### src/rtl/mss_pkg.sv
package mss_pkg;
  // counter width for values 0..n-1, never below one bit
  function automatic int cnt_w(input int n);
    return (n > 1) ? $clog2(n) : 1;
  endfunction
endpackage

### src/rtl/mss_line_filter.sv
module mss_line_filter #(
  parameter int DEB_SAMPLES = 4
) (
  input  logic clk_i,
  input  logic rst_ni,
  input  logic line_i,
  output logic busy_o
);
  localparam int CW = mss_pkg::cnt_w(DEB_SAMPLES);

  logic [CW-1:0] cnt_q;
  logic          busy_q;

  always_ff @(posedge clk_i or negedge rst_ni) begin
    if (!rst_ni) begin
      cnt_q  <= '0;
      busy_q <= 1'b0;
    end else if (!line_i) begin
      cnt_q  <= '0;
      busy_q <= 1'b0;
    end else if (!busy_q) begin
      if (cnt_q == CW'(DEB_SAMPLES - 1)) busy_q <= 1'b1;
      else                                cnt_q  <= cnt_q + 1'b1;
    end
  end

  assign busy_o = busy_q;

  AST_BUSY_NEEDS_LINE: assert property (@(posedge clk_i) disable iff (!rst_ni)
    $rose(busy_q) |-> $past(line_i));
  AST_BUSY_DROPS: assert property (@(posedge clk_i) disable iff (!rst_ni)
    !line_i |=> !busy_q);
endmodule

### src/rtl/mss_slot_timer.sv
module mss_slot_timer #(
  parameter int SLOT_CYCLES = 16
) (
  input  logic clk_i,
  input  logic rst_ni,
  input  logic busy_i,
  input  logic restart_i,
  output logic expire_o
);
  localparam int TW = mss_pkg::cnt_w(SLOT_CYCLES);

  logic [TW-1:0] tmr_q;

  assign expire_o = !busy_i && (tmr_q == TW'(SLOT_CYCLES - 1));

  always_ff @(posedge clk_i or negedge rst_ni) begin
    if (!rst_ni)                            tmr_q <= '0;
    else if (busy_i || restart_i || expire_o) tmr_q <= '0;
    else                                    tmr_q <= tmr_q + 1'b1;
  end

  AST_TMR_RANGE: assert property (@(posedge clk_i) disable iff (!rst_ni)
    32'(tmr_q) < SLOT_CYCLES);
  AST_TMR_CLEAR_BUSY: assert property (@(posedge clk_i) disable iff (!rst_ni)
    busy_i |=> tmr_q == '0);
endmodule

### src/rtl/mss_site_counter.sv
module mss_site_counter #(
  parameter int NUM_SITES = 100,
  parameter int SITE_W    = mss_pkg::cnt_w(NUM_SITES)
) (
  input  logic              clk_i,
  input  logic              rst_ni,
  input  logic              load_i,
  input  logic [SITE_W-1:0] load_site_i,
  input  logic              adv_i,
  output logic [SITE_W-1:0] site_o
);
  localparam logic [SITE_W-1:0] LAST = SITE_W'(NUM_SITES - 1);

  logic [SITE_W-1:0] site_q;

  always_ff @(posedge clk_i or negedge rst_ni) begin
    if (!rst_ni)     site_q <= '0;
    else if (load_i) site_q <= load_site_i;   // resync wins over advance
    else if (adv_i)  site_q <= (site_q == LAST) ? '0 : site_q + 1'b1;
  end

  assign site_o = site_q;

  AST_SITE_RANGE: assert property (@(posedge clk_i) disable iff (!rst_ni)
    32'(site_q) < NUM_SITES);
  AST_WRAP: assert property (@(posedge clk_i) disable iff (!rst_ni)
    (adv_i && !load_i && site_q == LAST) |=> site_q == '0);
  AST_LOAD_WINS: assert property (@(posedge clk_i) disable iff (!rst_ni)
    load_i |=> site_q == $past(load_site_i));
endmodule

### src/rtl/mss_arbiter.sv
module mss_arbiter #(
  parameter int NUM_SITES   = 100,
  parameter int SLOT_CYCLES = 2_500_000,
  parameter int DEB_SAMPLES = 4,
  parameter int SITE_W      = mss_pkg::cnt_w(NUM_SITES)
) (
  input  logic              clk_i,
  input  logic              rst_ni,
  input  logic              line_busy_i,
  input  logic              rx_valid_i,
  input  logic [SITE_W-1:0] rx_site_i,
  input  logic [SITE_W-1:0] local_site_i,
  input  logic              tx_req_i,
  output logic              grant_o,
  output logic [SITE_W-1:0] site_o,
  output logic              busy_o
);
  logic busy;
  logic expire;
  logic load;
  logic [SITE_W-1:0] site;

  // out-of-range sender numbers are dropped
  assign load = rx_valid_i && (32'(rx_site_i) < NUM_SITES);

  mss_line_filter #(.DEB_SAMPLES(DEB_SAMPLES)) u_filter (
    .clk_i (clk_i),
    .rst_ni(rst_ni),
    .line_i(line_busy_i),
    .busy_o(busy)
  );

  mss_slot_timer #(.SLOT_CYCLES(SLOT_CYCLES)) u_timer (
    .clk_i    (clk_i),
    .rst_ni   (rst_ni),
    .busy_i   (busy),
    .restart_i(load),
    .expire_o (expire)
  );

  mss_site_counter #(.NUM_SITES(NUM_SITES), .SITE_W(SITE_W)) u_site (
    .clk_i      (clk_i),
    .rst_ni     (rst_ni),
    .load_i     (load),
    .load_site_i(rx_site_i),
    .adv_i      (expire),
    .site_o     (site)
  );

  assign grant_o = (site == local_site_i) && tx_req_i && !busy;
  assign site_o  = site;
  assign busy_o  = busy;

  AST_HOLD_BUSY: assert property (@(posedge clk_i) disable iff (!rst_ni)
    (busy && !load) |=> $stable(site));
  AST_RESYNC: assert property (@(posedge clk_i) disable iff (!rst_ni)
    load |=> site == $past(rx_site_i));
  AST_NO_GRANT_BUSY: assert property (@(posedge clk_i) disable iff (!rst_ni)
    busy |-> !grant_o);
endmodule

### config.mk
export PLATFORM = sky130hd
export DESIGN_NAME = mss_arbiter
export DESIGN_NICKNAME = d
export VERILOG_FILES = /design/src/rtl/mss_pkg.sv /design/src/rtl/mss_line_filter.sv /design/src/rtl/mss_slot_timer.sv /design/src/rtl/mss_site_counter.sv /design/src/rtl/mss_arbiter.sv
export SDC_FILE = /design/constraint.sdc
export NUM_CORES = 1
export LEC_CHECK = 0
export CAP_MARGIN = 40
export CORE_UTILIZATION = 53
export DETAILED_ROUTE_END_ITERATION = 12
export GPL_ROUTABILITY_DRIVEN = 0
export PLACE_DENSITY_LB_ADDON = 0.08
export SLEW_MARGIN = 20
export SYNTH_ARGS = -nofsm -noshare
export SYNTH_HDL_FRONTEND = slang
export SYNTH_SLANG_ARGS = --single-unit
export TNS_END_PERCENT = 1
### constraint.sdc
create_clock -name clk_i -period 2.5 [get_ports clk_i]
set_input_delay 0.375 -clock clk_i [delete_from_list [all_inputs] [get_ports clk_i]]
set_output_delay 0.375 -clock clk_i [all_outputs]
set_load 0.02 [all_outputs]
* Word level (Yosys, flattened, before mapping)
Index checks and enable logic that the tools add are counted.
** Storage, ports and cells
- Flip-flop bits (word level) :: 32
- Bits in latches :: 0
- RAM bits :: 0
- Memory bits (read-only) :: 0
- Bits of input ports :: 19
- Output and inout bits :: 9
- Word-level logic and storage cells :: 33
- Memories :: 0
** Operators by class
- Add/sub/neg operators :: 3
- Multiply operators :: 0
- Div/mod/pow operators :: 0
- $lt $le $gt $ge :: 1
- Equal/unequal tests :: 6
- Shifts and indexed selects :: 0
- Muxes and demuxes :: 10
- Bitwise logic cells :: 0
- Reductions and logical operators :: 9
** Operators by type and width (number)
- $add A22 B1 Y22 const B :: 1
- $eq A22 B22 Y1 const B :: 1
- $mux W22 :: 1
- $mux W7 :: 3
- $add A7 B1 Y7 const B :: 1
- $eq A7 B7 Y1 :: 1
- $eq A7 B7 Y1 const B :: 1
- $lt A7 B7 Y1 const B :: 1
- $mux W2 :: 3
- $logic_and A1 B1 Y1 :: 4
- $ne A2 B2 Y1 const B :: 2
- $mux W1 :: 3
- $add A2 B1 Y2 const B :: 1
- $eq A2 B2 Y1 const B :: 1
- $logic_or A1 B1 Y1 :: 2
- $reduce_and A2 Y1 :: 1
- $reduce_bool A2 Y1 :: 1
- $logic_not A1 Y1 :: 1

* Logic depth before layout (Yosys ltp)
- Depth after elaboration :: 5
- Mapped depth :: 8
- Depth with buffers taken out :: 6

* Hierarchy
A second synthesis with hierarchy kept.
** Unflattened totals
- Cells, all modules :: 192
- Area, all modules :: 1825.5 um^2
** Modules (own cells, without submodules)
- mss_slot_timer :: instances 1, cells each 119, area an instance 1149.9 um^2, seq. area each 550.5 um^2
- mss_site_counter :: instances 1, cells each 50, area an instance 440.4 um^2, seq. area each 175.2 um^2
- mss_line_filter :: instances 1, cells each 11, area an instance 132.6 um^2, seq. area each 75.1 um^2
- mss_arbiter :: instances 1, cells each 12, area an instance 102.6 um^2, seq. area each 0.0 um^2

* Least setup slack after synthesis
Ideal clock, no wire load.
- Kind :: flip-flop to flip-flop
- Start point :: register u_timer.tmr_q[0]
- End point :: register u_site.site_q[2], in the netlist u_site.site_o[2]
- Library setup time :: 0.082 ns
- Arrival time :: 1.743 ns
- Data required time :: 2.418 ns
- Slack :: 0.675 ns
- Stages on the path, launching flop included :: 7
- Path buffers :: 0
- Period minus slack after synthesis :: 1.825 ns
- Path through :: dfrtp_1 ha_1 and4_4 nand3_2 or2_1 or4_1 a31oi_1
** Between the ends
- Longest elaborated chain between the ends :: 3
** RTL lines
- from (decl) :: line mss_slot_timer.sv:12 : logic [TW-1:0] tmr_q;
- from (signal assigned) :: line mss_slot_timer.sv:19 : else tmr_q <= tmr_q + 1'b1;
- $eq A22 B22 Y1 :: line mss_slot_timer.sv:14 : assign expire_o = !busy_i && (tmr_q == TW'(SLOT_CYCLES - 1));
- $logic_and A1 B1 Y1 :: line mss_slot_timer.sv:14
- $reduce_bool A2 Y1 (no line)
- to (signal assigned) :: line mss_site_counter.sv:18 : else if (load_i) site_q <= load_site_i;
- to (signal assigned) :: line mss_site_counter.sv:19 : else if (adv_i) site_q <= (site_q == LAST) ? '0 : site_q + 1'b1;
- to (decl) :: line mss_site_counter.sv:14 : logic [SITE_W-1:0] site_q;
No other way between the ends.
A chain may end at the register's enable or synchronous reset.

* Final worst setup path
Ends and elaborated chain as after synthesis.

==> results.sh <==
export IMPL_die_w_microns=59.47
export IMPL_fin_crit_sh_pct=83.97
export IMPL_routed_wirelength_microns=3710
export IMPL_hold_ws_ps=449.9
export IMPL_seq_area_frac_synth_pct=45.75
export IMPL_min_delay_path_class="primary input to asynchronous set/reset pin"
export IMPL_p_comb_share_pct=21.8
export IMPL_internal_power_uw=859.7
export IMPL_cts_sinks=32
export IMPL_syn_area_sq_mm=0.001750
export IMPL_grt_pass1_vias=1461
export IMPL_yosys_warnings=0
export IMPL_nets=239
export IMPL_synth_most_common_cell="nor2_1"
export IMPL_grt_usage_pct=24.63
export IMPL_post_route_min_period_ps=2099
export IMPL_clkPwrFrac_pct=26.6
export IMPL_final_hold_viol_count=0
export IMPL_holdBufCountCts=0
export IMPL_syn_inst=184
export IMPL_yosys_top_cells_area="dfrtp_1, xnor2_1, nor2_1"
export IMPL_status="finished clean"
export IMPL_synth_cell_types=38
export IMPL_grt_setup_unrepaired="no"
export IMPL_synth_common_cells="nor2_1, dfrtp_1, xnor2_1"
export IMPL_synth_compound_area_share_pct=4.932
export IMPL_synthSimpleGateAreaFrac_pct=29.59
export IMPL_required_ps=2750
export IMPL_pre_cts_ws_ps=103.4
export IMPL_antenna_cells=0
export IMPL_grt_antenna_before_repair=0
export IMPL_antenna_left=0
export IMPL_clkSlewWorstSetupHoldPaths_ps=100
export IMPL_cts_setup_buffers=0
export IMPL_drt_initial_drc_count=58
export IMPL_num_vias=1454
export IMPL_fin_skew_ps=6.045
export IMPL_ys_seq_elements=32
export IMPL_reg2reg_depth=6
export IMPL_via_per_inst=5.571
export IMPL_layout_drive_gt1_share_pct=8.756
export IMPL_design_area_sq_mm=0.002141
export IMPL_wl_per_cell_microns=14.21
export IMPL_cts_made_buffers=5
export IMPL_yosys_area_top_type="dfrtp_1"
export IMPL_start_util_pct=56.41
export IMPL_syn_num_nets=206
export IMPL_cp_end_kind="register"
export IMPL_clockBufferDepth=2
export IMPL_grt_pass1_wl_microns=6368
export IMPL_placementRows=20
export IMPL_synth_edf_count=0
export IMPL_finalSetupViolCount=0
export IMPL_power_leakage_uw=0.0008705
export IMPL_route_detailed_drc=0
export IMPL_synth_top_family_by_area="simple AND/OR/NAND/NOR gates"
export IMPL_async_flop_share_pct=100.0
export IMPL_synth_xor_area_share_pct=14.51
export IMPL_seqPwrFrac_pct=51.6
export IMPL_start_kind="register"
export IMPL_clockRootBuffer="clkbuf_4"
export IMPL_overflow=0
export IMPL_synth_ff_type="dfrtp_1"
export IMPL_fin_ws_ps=400.7
export IMPL_htreeDepth=2
export IMPL_io_pins=28
export IMPL_synthAdderAreaFrac_pct=2.144
export IMPL_die_area_sq_mm=0.003537
export IMPL_synth_top_area_share_pct=45.75
export IMPL_synth_mux_area_share_pct=0.5718
export IMPL_arrival_ps=2350
export IMPL_dpl_cell_area_sq_mm=0.002073
export IMPL_coreArea_sq_mm=0.003103
export IMPL_tightest_slew_ps=481.1
export IMPL_power_switching_uw=364.4
export IMPL_fillers=269
export IMPL_clk_insertion_delay_late_ps=320
export IMPL_first_pass_iters=4
export IMPL_syn_to_final_growth_pct=22.30
export IMPL_p_sw_share_pct=29.77
export IMPL_die_h_microns=59.47
export IMPL_timing_fmax_mhz=476.4
export IMPL_cap_violations=0
export IMPL_grt_max_degree=33
export IMPL_slew_viol_final=0
export IMPL_portBuffers=27
export IMPL_crit_type="register to register"
export IMPL_crit_fanout=11
export IMPL_slew_headroom_pct=67.68
export IMPL_cts_tree="yes"
export IMPL_synth_avg_cell_area_sq_um=9.513
export IMPL_vdd_drop_max_mv=0.4081
export IMPL_cellPowerDensity_mw_per_mm2=571.8
export IMPL_hpwl_microns=2690
export IMPL_fin_setup_tns_ps=0
-- per-stage QoR --
step	power (uW)	util [%]	cells
finish	1224	68.99	261
global route	1305	68.99	261
CTS	1237	68.91	261
detailed placement	909.7	66.81	254
global placement	887.0	66.81	254
floorplan	784.1	-	184
-- cell families (layout without fill, tap and decap cells) --
family / after synthesis / after routing
simple gates: 95 / 95
flops: 32 / 32
xor+xnor: 29 / 29
compound gates: 15 / 15
buf+inv: 9 / 42
fa+ha+maj: 3 / 3
mux: 1 / 1
-- worst paths after layout --
check | from | end | slack, ps
worst max-delay path | u_timer.tmr_q[0] | u_site.site_o[2] | 400
worst min register to register | u_timer.tmr_q[0] | u_timer.tmr_q[0] | 490
worst max register to register | u_timer.tmr_q[0] | u_site.site_o[2] | 400
worst min-delay path | rst_ni | u_timer.tmr_q[5] | 450
min in group clk_i | u_timer.tmr_q[0] | u_timer.tmr_q[0] | 490
max in group asynchronous | rst_ni | u_timer.tmr_q[17] | 1760
-- per-layer routing --
| layer | GRT usage, % | share of wire [%] | vias up |
|---|---|---|---|
| met5 | 0 | 0 | - |
| met4 | 7.823 | 0.62 | 0 |
| met3 | 5.895 | 3.4 | 4 |
| met2 | 41.73 | 53 | 28 |
| met1 | 30.85 | 43 | 722 |
| li1 | - | - | 700 |
-- state kept, by name (all words and copies together) (netlist names) --
| name | count |
|---|---|
| u_filter.busy_o | 1 |
| u_timer.tmr_q | 22 |
| u_filter.cnt_q | 2 |
| u_site.site_o | 7 |
-- final cells by class --
type,count,area [sq um],share of cell area [%]
Clock buffer,7,65.06,3.039
Inverter,5,18.77,0.8767
Multi-Input combinational cell,143,905.9,42.31
Sequential cell,32,800.8,37.41
Tap cell,44,55.05,2.572
Timing Repair Buffer,30,295.3,13.79
-- power groups by stage --
stage               combinational [uW]  sequential (uW)  clock (uW)
floorplan                          140              644           0
global placement                   253              634           0
detailed placement                 269              641           0
CTS                                270              631         336
global route                       308              640         357
finish                             267              631         326
-- what timing repair did --
action	in CTS	in global routing
resized for setup	0	1
endpoints found under the hold margin	0	0
endpoints found under the setup margin	0	1
-- layout by cell type (no fill, tap or decap), types with 8 or more instances in the layout --
cell type        instances
dfrtp_1                 32
nor3_1                   9
xor2_1                  10
xnor2_1                 19
nand2_1                 10
nor2_1                  35
nand3_1                  8
clkdlybuf4s50_1         26
-- worst max-delay path, cell delays in order, from the launching register on --
cell and delay [ps]:
dfrtp_1 400, ha_1 240, and4_4 280, nand3_2 100, or2_1 350, or4_1 500
a31oi_1 170
No activity file was read; power rests on OpenSTA's default activity.
